[config.mk]
export PLATFORM = sky130hd
export DESIGN_NAME = cra_rx_adapter
export DESIGN_NICKNAME = d
export VERILOG_FILES = /design/src/rtl/cra_pkg.sv /design/src/rtl/cra_hec_check.sv /design/src/rtl/cra_cell_writer.sv /design/src/rtl/cra_entry_ram.sv /design/src/rtl/cra_read_port.sv /design/src/rtl/cra_rx_adapter.sv
export SDC_FILE = /design/constraint.sdc
export NUM_CORES = 1
export LEC_CHECK = 0
export BUFFER_PORTS_ARGS = -buffer_cell sky130_fd_sc_hd__buf_2
export CORE_ASPECT_RATIO = 0.75
export CORE_MARGIN = 2
export CORE_UTILIZATION = 60
export CTS_BUF_LIST = sky130_fd_sc_hd__clkbuf_8
export DETAILED_ROUTE_END_ITERATION = 8
export PLACE_DENSITY = 0.8
export SLEW_MARGIN = 20
export SYNTH_ARGS = -nofsm -noshare
export SYNTH_HDL_FRONTEND = slang
export SYNTH_SLANG_ARGS = --single-unit
export TNS_END_PERCENT = 10
[constraint.sdc]
create_clock -name clk -period 11.5 [get_ports clk]
set_clock_uncertainty 0.05 [all_clocks]
set_input_delay 2.3 -clock clk [delete_from_list [all_inputs] [get_ports clk]]
set_output_delay 2.3 -clock clk [all_outputs]
set_load 0.1 [all_outputs]
[src/rtl/cra_pkg.sv]
package cra_pkg;
  localparam int LINK_BYTES   = 53;
  localparam int HDR_BYTES    = 4;
  localparam int CELL_ENTRIES = 53;
  localparam int LAST_POS     = LINK_BYTES - 1;
  localparam logic [7:0] HEC_POLY  = 8'h07;
  localparam logic [7:0] HEC_COSET = 8'h55;

  typedef struct packed {
    logic       soc;
    logic [7:0] data;
  } entry_t;

  // One byte through the header CRC, MSB first
  function automatic logic [7:0] crc8_step(input logic [7:0] crc, input logic [7:0] d);
    logic [7:0] c;
    c = crc ^ d;
    for (int i = 0; i < 8; i++) begin
      c = c[7] ? ((c << 1) ^ HEC_POLY) : (c << 1);
    end
    return c;
  endfunction
endpackage

[src/rtl/cra_hec_check.sv]
module cra_hec_check
  import cra_pkg::*;
(
  input  logic       clk,
  input  logic       rst,
  input  logic       byte_valid,
  input  logic       byte_sop,
  input  logic [5:0] pos,
  input  logic [7:0] byte_in,
  output logic       mismatch
);
  logic [7:0] crc_q;

  always_ff @(posedge clk) begin
    if (rst) begin
      crc_q <= '0;
    end else if (byte_valid && byte_sop) begin
      crc_q <= crc8_step(8'h00, byte_in);
    end else if (byte_valid && pos < 6'(HDR_BYTES)) begin
      crc_q <= crc8_step(crc_q, byte_in);
    end
  end

  // Only meaningful when the current byte sits at the check position
  assign mismatch = (byte_in != (crc_q ^ HEC_COSET));
endmodule

[src/rtl/cra_cell_writer.sv]
module cra_cell_writer
  import cra_pkg::*;
#(
  parameter int DEPTH = 128,
  parameter int CNT_W = 8,
  localparam int AW = $clog2(DEPTH),
  localparam int PW = AW + 1
) (
  input  logic          clk,
  input  logic          rst,
  input  logic          in_valid,
  input  logic          in_sop,
  input  logic [7:0]    in_byte,
  input  logic [PW-1:0] rd_ptr,
  input  logic          hec_mismatch,
  output logic [5:0]    pos,
  output logic          wr_en,
  output logic [AW-1:0] wr_addr,
  output entry_t        wr_entry,
  output logic [PW-1:0] wr_ptr,
  output logic [CNT_W-1:0] hec_err_cnt,
  output logic [CNT_W-1:0] ovf_cnt
);
  localparam logic [PW-1:0] ALL_FREE = PW'(DEPTH);
  localparam logic [PW-1:0] NEED     = PW'(CELL_ENTRIES);

  logic          active_q, keep_q, bad_q;
  logic [5:0]    pos_q;
  logic [PW-1:0] tmp_q, wr_ptr_q;
  logic [7:0]    hold_q;
  logic [CNT_W-1:0] hec_q, ovf_q;

  logic          start, step, room;
  logic [PW-1:0] used;

  assign start = in_valid && in_sop;
  assign step  = in_valid && !in_sop && active_q;
  assign used  = wr_ptr_q - rd_ptr;
  assign room  = (ALL_FREE - used) >= NEED;

  // Header bytes are written one slot late, which frees byte 0's slot for the marker
  always_comb begin
    wr_en    = start ? room : (step && keep_q);
    wr_addr  = start ? wr_ptr_q[AW-1:0] : tmp_q[AW-1:0];
    wr_entry = '{soc: 1'b0, data: in_byte};
    if (start)
      wr_entry = '{soc: 1'b1, data: 8'h00};
    else if (pos_q <= 6'(HDR_BYTES))
      wr_entry = '{soc: 1'b0, data: hold_q};
  end

  always_ff @(posedge clk) begin
    if (rst) begin
      active_q <= 1'b0;
      keep_q   <= 1'b0;
      bad_q    <= 1'b0;
      pos_q    <= '0;
      tmp_q    <= '0;
      wr_ptr_q <= '0;
      hold_q   <= '0;
      hec_q    <= '0;
      ovf_q    <= '0;
    end else begin
      if (in_valid) hold_q <= in_byte;
      if (start) begin
        active_q <= 1'b1;
        pos_q    <= 6'd1;
        keep_q   <= room;
        bad_q    <= 1'b0;
        tmp_q    <= wr_ptr_q + PW'(1);
        if (!room) ovf_q <= ovf_q + CNT_W'(1);
      end else if (step) begin
        tmp_q <= tmp_q + PW'(1);
        pos_q <= pos_q + 6'd1;
        if (pos_q == 6'(HDR_BYTES)) bad_q <= hec_mismatch;
        if (pos_q == 6'(LAST_POS)) begin
          active_q <= 1'b0;
          if (keep_q) begin
            if (bad_q) hec_q <= hec_q + CNT_W'(1);
            else       wr_ptr_q <= tmp_q + PW'(1);
          end
        end
      end
    end
  end

  assign pos         = pos_q;
  assign wr_ptr      = wr_ptr_q;
  assign hec_err_cnt = hec_q;
  assign ovf_cnt     = ovf_q;
endmodule

[src/rtl/cra_entry_ram.sv]
module cra_entry_ram
  import cra_pkg::*;
#(
  parameter int DEPTH = 128,
  localparam int AW = $clog2(DEPTH)
) (
  input  logic          clk,
  input  logic          rst,
  input  logic          we,
  input  logic [AW-1:0] waddr,
  input  entry_t        wdata,
  input  logic          re,
  input  logic [AW-1:0] raddr,
  output entry_t        rdata
);
  entry_t mem [DEPTH];

  always_ff @(posedge clk) begin
    if (we) mem[waddr] <= wdata;
  end

  always_ff @(posedge clk) begin
    if (rst)     rdata <= '0;
    else if (re) rdata <= mem[raddr];
  end
endmodule

[src/rtl/cra_read_port.sv]
module cra_read_port #(
  parameter int DEPTH = 128,
  localparam int AW = $clog2(DEPTH),
  localparam int PW = AW + 1
) (
  input  logic          clk,
  input  logic          rst,
  input  logic          rd_n_async,
  input  logic [PW-1:0] wr_ptr,
  output logic [PW-1:0] rd_ptr,
  output logic          rd_en,
  output logic [AW-1:0] rd_addr,
  output logic          rd_fall,
  output logic          empty_n
);
  logic s1_q, s2_q, s3_q, empty_n_q;
  logic [PW-1:0] rd_ptr_q, rd_ptr_nxt;

  assign rd_fall    = s3_q && !s2_q;
  assign rd_en      = rd_fall && (wr_ptr != rd_ptr_q);
  assign rd_ptr_nxt = rd_ptr_q + PW'(rd_en);

  always_ff @(posedge clk) begin
    if (rst) begin
      s1_q      <= 1'b1;
      s2_q      <= 1'b1;
      s3_q      <= 1'b1;
      rd_ptr_q  <= '0;
      empty_n_q <= 1'b0;
    end else begin
      s1_q      <= rd_n_async;
      s2_q      <= s1_q;
      s3_q      <= s2_q;
      rd_ptr_q  <= rd_ptr_nxt;
      empty_n_q <= (wr_ptr != rd_ptr_nxt);
    end
  end

  assign rd_ptr  = rd_ptr_q;
  assign rd_addr = rd_ptr_q[AW-1:0];
  assign empty_n = empty_n_q;
endmodule

[src/rtl/cra_rx_adapter.sv]
module cra_rx_adapter
  import cra_pkg::*;
#(
  parameter int DEPTH = 128,
  parameter int CNT_W = 8
) (
  input  logic             clk,
  input  logic             rst,
  input  logic             link_valid,
  input  logic             link_sop,
  input  logic [7:0]       link_byte,
  input  logic             rd_n,
  output logic             out_soc,
  output logic [7:0]       out_data,
  output logic             empty_n,
  output logic [CNT_W-1:0] hec_err_cnt,
  output logic [CNT_W-1:0] ovf_cnt
);
  localparam int AW = $clog2(DEPTH);
  localparam int PW = AW + 1;

  logic [5:0]    pos;
  logic          hec_mismatch, wr_en, rd_en, rd_fall;
  logic [AW-1:0] wr_addr, rd_addr;
  logic [PW-1:0] wr_ptr, rd_ptr;
  entry_t        wr_entry, rd_entry;

  cra_hec_check u_hec (
    .clk(clk), .rst(rst), .byte_valid(link_valid), .byte_sop(link_sop),
    .pos(pos), .byte_in(link_byte), .mismatch(hec_mismatch)
  );

  cra_cell_writer #(.DEPTH(DEPTH), .CNT_W(CNT_W)) u_wr (
    .clk(clk), .rst(rst), .in_valid(link_valid), .in_sop(link_sop),
    .in_byte(link_byte), .rd_ptr(rd_ptr), .hec_mismatch(hec_mismatch),
    .pos(pos), .wr_en(wr_en), .wr_addr(wr_addr), .wr_entry(wr_entry),
    .wr_ptr(wr_ptr), .hec_err_cnt(hec_err_cnt), .ovf_cnt(ovf_cnt)
  );

  cra_entry_ram #(.DEPTH(DEPTH)) u_ram (
    .clk(clk), .rst(rst), .we(wr_en), .waddr(wr_addr), .wdata(wr_entry),
    .re(rd_en), .raddr(rd_addr), .rdata(rd_entry)
  );

  cra_read_port #(.DEPTH(DEPTH)) u_rd (
    .clk(clk), .rst(rst), .rd_n_async(rd_n), .wr_ptr(wr_ptr),
    .rd_ptr(rd_ptr), .rd_en(rd_en), .rd_addr(rd_addr),
    .rd_fall(rd_fall), .empty_n(empty_n)
  );

  assign out_soc  = rd_entry.soc;
  assign out_data = rd_entry.data;
endmodule

==> summary.txt, run 1 <==
Final layout
  • Final-stage net count: 2686
  • Leading cell type in the layout, fill and taps excluded: edfxtp_1
  • Biggest regs: u_ram.mem x1152, u_ram.rdata x9
  • Final instance area: ~0.054 mm²
  • Core Util, Final: between 60% and 70%
  • # fillers: 4955
  • Top reg by flops: u_ram.mem
  • Area grow syn2layout: 10.2%
  • Max reg flops: 1152
  • Commonest non-fill, non-tap cells in the layout: edfxtp_1 (1152), mux4_2 (299), clkbuf_8 (180)
  • Layout cells sized above 1: 26.9%

Synthesis
  • Post-Syn Area: 0.0492 mm²
  • Cell taking the most area after synthesis: edfxtp_1
  • Largest cells by area after synthesis: edfxtp_1 (70%), mux4_2 (14%), dfxtp_1 (3.2%)
  • Syn Nets: 2595
  • Ys Warns: 0
  • Synth top area share: 70.3%
  • Yosys reg bits: around 1200
  • Post-synth ARST share: 0%
  • Main synth FF type: edfxtp_1
  • Post-synth EDFFs: 1152
  • Syn avg cell area: 19.2 µm²
  • Synth Instances: 2560
  • Post-synthesis sequential area ratio: 73.5%
  • Synth unique cells: 63

Worst setup path
  • Startpoint types: primary input
  • Worst EP required: 11.92 ns
  • CP Max Fanout: 96
  • Setup crit end kind: register
  • CP arrival: about 6.3 ns
  • Setup Crit Path Kind: in -> reg

GRT
  • First-pass GRT wire length: 179 mm
  • Vias in the first global route: 25943
  • Largest net degree at the start of global routing: 173
  • Initial antenna violation count: 5
  • Total Routing Usage GR: around 30%
  • Gr ovfl total: 0

Power and ir drop
  • Pleak: 16.6 nW
  • Pwr/cell area: 154 mW/mm²
  • Peak VDD IR: 121 µV

Clock network
  • Max Root-Sink Buffers: 3
  • Clock Latency Late Sink: 0.85 ns
  • Cts repair resizes: 0
  • Clock slew at reported path FFs: about 0.06 ns
  • Clock sink total: 1230
  • CTS Hold Bufs: 0
  • Root Buffer: clkbuf_8
  • Postcts setup bufs: 0
  • CTS Buf Count: 169
  • H-tree depth: 4
  • CTS tree: done

Worst hold path
  • Worst hold path class: reg -> reg

STA
  • Rel. slew slack: about a quarter
  • Slew @ Worst Pin: 1.14 ns
  • RSZ-0062 raised after global routing: no
  • Sum Neg Setup Slack: 0 ns
  • Hold_ws: 0.382 ns
  • Final setup margin: 5.58 ns
  • Final setup fails: 0
  • Hold Fails Final Rpt: 0
  • Tmin final: 5.92 ns
  • Post-route clock period utilization: about half
  • Slew Viols, Final: 0
  • Fmax: 0.169 GHz

Routing
  • DRT Pass-1 Iters: 5
  • Via count: 26886
  • Post-DRT Antenna Nets: 0
  • DR iter-0 viols: 4498
  • Wirelength per Cell: 32.2 µm
  • Routed vias/inst: 6.99
  • Drc violations: 0
  • Routed WL: between 100 and 150 mm

Die
  • Area of the die: 0.0844 mm²
  • Initial Util: roughly three fifths
  • Core Area: about 0.081 mm²
  • # rows: 90
  • Die X-Extent: 335 µm
  • Die Y: between 200 and 300 µm
  • IO Count: 39

Placement
  • Pre-CTS WS: between 4 and 5 ns
  • Area after DPL: 0.0505 mm²
  • DP Wirelength: approximately 73 mm
  • Port-buffer cells: 38
  • GPL Wtd Cong: roughly 0.91

Job
  • Max-cap viol count: 0

Status
  • Outcome: completed
report_power, final:
group	switching (mW)	internal, mW
Sequential	0.0204	4.90
Combinational	0.204	0.0673
Clock	1.61	1.56
per-layer routing:
metal  share of wire (%)  vias up  track usage (%)
met5                   0        -                0
met4                 2.8        0             9.52
met3                  16      272             11.6
met2                  43     2267             41.3
met1                  38    13632             44.0
li1                    -    10715                -
cell usage after synthesis, drive strengths merged (5+ instances only):
master  instances
a31oi          22
nor3          131
nand2b         14
nand3          25
nand2          61
nor2b          20
buf            88
xor2           23
nand4          11
clkbuf         72
or4             5
o21ai          27
a22oi          36
nand3b          7
ha             21
o22ai          43
dfxtp          78
o31ai          11
inv            32
a211oi         27
mux2i          78
mux2            5
xnor2          50
and2            5
and3           18
a21oi          57
mux4          299
nor2           94
edfxtp       1152
area by class of cell:
| class | instances | area [µm²] | area share (%) |
|---|---|---|---|
| Antenna cell | 4 | 10.0 | 0.0185 |
| Clock buffer | 180 | 2480 | 4.57 |
| Clock inverter | 122 | 658 | 1.21 |
| Inverter | 32 | 125 | 0.231 |
| Multi-Input combinational cell | 1138 | 12900 | 23.8 |
| Sequential cell | 1230 | 36200 | 66.7 |
| Tap cell | 1058 | 1320 | 2.44 |
| Timing Repair Buffer | 80 | 533 | 0.983 |
logic make-up (layout without fill, tap and decap cells):
group / after synthesis / count (layout) / share of synthesized area (%)
compound gates: 257 / 257 / 3.48
xor+xnor: 73 / 73 / 1.31
fa+ha+maj: 22 / 22 / 0.575
buf+inv: 192 / 414 / 1.77
flops: 1230 / 1230 / 73.5
mux: 382 / 382 / 15.4
other cells: 0 / 4 / 0
simple gates: 404 / 404 / 4.01
critical path, cell delays in order:
cell and delay, ns:
buf_2 0.29, nand2_1 0.08, buf_4 0.32, inv_6 0.68
buf_4 0.92, nor3_1 0.21, a21oi_4 0.17, buf_4 0.73
nand2b_1 0.25, nor2_1 0.19
final timing paths:
| path | start | to | slack (ns) | depth (start not counted) |
|---|---|---|---|---|
| max reg2reg | u_rd.rd_ptr[1] | u_ram.mem[120][7] | 5.73 | 10 |
| max | link_valid | u_ram.mem[0][3] | 5.58 | 10 |
| min | u_rd.s1_q | u_rd.s2_q | 0.38 | 1 |
| min reg2reg | u_rd.s1_q | u_rd.s2_q | 0.38 | 1 |
stage by stage:
stage,instances,power [mW]
2_1_floorplan,2560,5.18
3_3_place_gp,3537,5.27
3_5_place_dp,3538,5.28
4_1_cts,3840,8.37
5_1_grt,3841,8.59
6_report,3844,8.37
(Power assumes the default switching activity.)
==> run 2: changes to the inputs <==
==> constraint.sdc (replaced) <==
create_clock -name clk -period 5.8 [get_ports clk]
set_clock_uncertainty 0.05 [all_clocks]
set_input_delay 1.16 -clock clk [delete_from_list [all_inputs] [get_ports clk]]
set_output_delay 1.16 -clock clk [all_outputs]
set_load 0.1 [all_outputs]
==> summary.txt, run 2 (same netlist as run 1, synthesis figures left out) <==
Routing
  • Via count: between 20000 and 30000
  • Drc violations: 0
  • Post-DRT Antenna Nets: 0
  • DR iter-0 viols: 4014
  • Routed WL: 120 mm
  • Wirelength per Cell: between 30 and 40 µm
  • Routed vias/inst: 6.77
  • DRT Pass-1 Iters: 6

Job
  • Max-cap viol count: 0

Worst setup path
  • Startpoint types: register
  • Reg2Reg Depth: 13
  • CP arrival: 5.48 ns
  • Setup crit end kind: register
  • FF-to-FF End: u_ram.mem[21][8]
  • Reg2reg start: u_wr.wr_ptr[1]
  • CP Max Fanout: 19
  • R2R Setup Slk: 0.82 ns
  • Setup Crit Path Kind: reg -> reg
  • Worst EP required: 6.30 ns

Worst hold path
  • Worst hold stages: 1
  • WHS Endpoint: u_rd.s2_q
  • Worst hold path class: reg -> reg
  • HP Start: u_rd.s1_q

Placement
  • Placed cell count: 3647
  • GPL Wtd Cong: 0.956
  • Port-buffer cells: 38
  • DP Wirelength: about 74 mm

STA
  • Post-route clock period utilization: 85.8%
  • Slew @ Worst Pin: 1.27 ns
  • Sum Neg Setup Slack: 0 ns
  • Fmax: between 0.2 and 0.25 GHz
  • Slew Viols, Final: 0
  • Rel. slew slack: 14.8%
  • Final setup fails: 0
  • Tmin final: 4.98 ns
  • Hold Fails Final Rpt: 0
  • RSZ-0062 raised after global routing: no

Die
  • Core Area: ~0.081 mm²
  • # rows: 90
  • Area of the die: between 0.08 and 0.09 mm²
  • Die X-Extent: 335 µm
  • IO Count: 39
  • Initial Util: between 60% and 70%
  • Die Y: 252 µm

GRT
  • Gr ovfl total: 0
  • Largest net degree at the start of global routing: 133
  • Total Routing Usage GR: 28.9%
  • Initial antenna violation count: 5
  • First-pass GRT wire length: roughly 180 mm
  • Vias in the first global route: 26394

Final layout
  • Layout cells sized above 1: 26.3%
  • Top reg by flops: u_ram.mem
  • Finished Layout Cells: between 3000 and 4000
  • Area grow syn2layout: 11.5%
  • Final-stage net count: 2798
  • Leading cell type in the layout, fill and taps excluded: edfxtp_1
  • Core Util, Final: 67.9%
  • Biggest regs: u_ram.mem x1152, u_ram.rdata x9
  • Commonest non-fill, non-tap cells in the layout: edfxtp_1 (1152), mux4_2 (299), clkbuf_8 (179)
  • # fillers: 4947
  • Max reg flops: 1152

Clock network
  • H-tree depth: 4
  • CTS tree: done
  • Max Root-Sink Buffers: 3
  • Clock Latency Late Sink: 0.85 ns
  • Clock slew at reported path FFs: approximately 0.07 ns
  • Clock sink total: 1230
  • Cts repair resizes: 0
  • CTS Buf Count: 172
  • Postcts setup bufs: 0
  • CTS Hold Bufs: 0
  • Root Buffer: clkbuf_8

Power and ir drop
  • Peak VDD IR: 247 µV
  • Pwr/cell area: approximately 310 mW/mm²
  • Pleak: 17.4 nW

Status
  • Outcome: completed
run 2: changes by cell type in the layout (fill, tap and decap cells not counted), sizes merged:
cell | before | now
buf | 80 | 189
bufinv | 5 | 9
clkbuf | 180 | 179
clkinv | 65 | 47
diode | 4 | 2
inv | 80 | 103
run 2: cell type report:
cell class | count | area (µm²) | area share [%]
clock buffers | 179 | 2460 | 4.49
diodes | 2 | 5.00 | 0.00912
repair buffers | 189 | 1470 | 2.67
inverters | 32 | 125 | 0.228
well taps | 1058 | 1320 | 2.41
clock inverters | 131 | 843 | 1.54
multi-input cells | 1138 | 12500 | 22.7
flip-flops and latches | 1230 | 36200 | 65.9
run 2: how the worst max path moves through the flow:
| stage | start | endpoint | cells after the start |
|---|---|---|---|
| after floorplan | link_valid | u_ram.mem[0][0] | 7 |
| after global placement | u_rd.rd_ptr[1] | u_ram.mem[45][8] | 10 |
| after detailed placement | u_wr.wr_ptr[1] | u_ram.mem[45][1] | 12 |
| after CTS | u_wr.wr_ptr[1] | u_ram.mem[45][0] | 12 |
| after global routing | u_wr.wr_ptr[1] | u_ram.mem[21][4] | 13 |
| final | u_wr.wr_ptr[1] | u_ram.mem[21][8] | 13 |
run 2: stage by stage:
step           hold slack, ns  total power, mW  setup slack [ns]  instance area, µm²
3_5_place_dp            0.355             10.5             0.619               51400
4_1_cts                 0.369             16.9             0.567               54700
3_3_place_gp            0.352             10.4             0.721               51400
6_report                0.371             16.8             0.824               54900
5_1_grt                 0.381             17.3             0.606               54900
2_1_floorplan           0.339             10.3             -1.14               49200
run 2: power by group:
part / internal, mW / switching, mW / total (mW)
registers: 9.72 / 0.0383 / 9.76
clock network: 3.29 / 3.25 / 6.53
logic: 0.144 / 0.378 / 0.522
run 2: critical path: stages, from the launching register on:
cell	delay [ns]
dfxtp_1	0.47
inv_1	0.12
ha_1	0.32
ha_1	0.24
fa_1	0.48
a21o_1	0.19
a21oi_1	0.34
xnor2_1	0.14
o221ai_2	0.64
a31oi_4	0.33
buf_16	0.27
buf_4	0.26
nor3_1	0.54
buf_4	0.26
run 2: routing by layer:
| layer | track usage, % | vias up | routed length (µm) |
|---|---|---|---|
| met1 | 40.8 | 13643 | 45600 |
| met5 | 0 | - | 0 |
| met2 | 41.1 | 2007 | 53200 |
| li1 | - | 10925 | - |
| met4 | 9.40 | 0 | 2990 |
| met3 | 12.5 | 239 | 18500 |
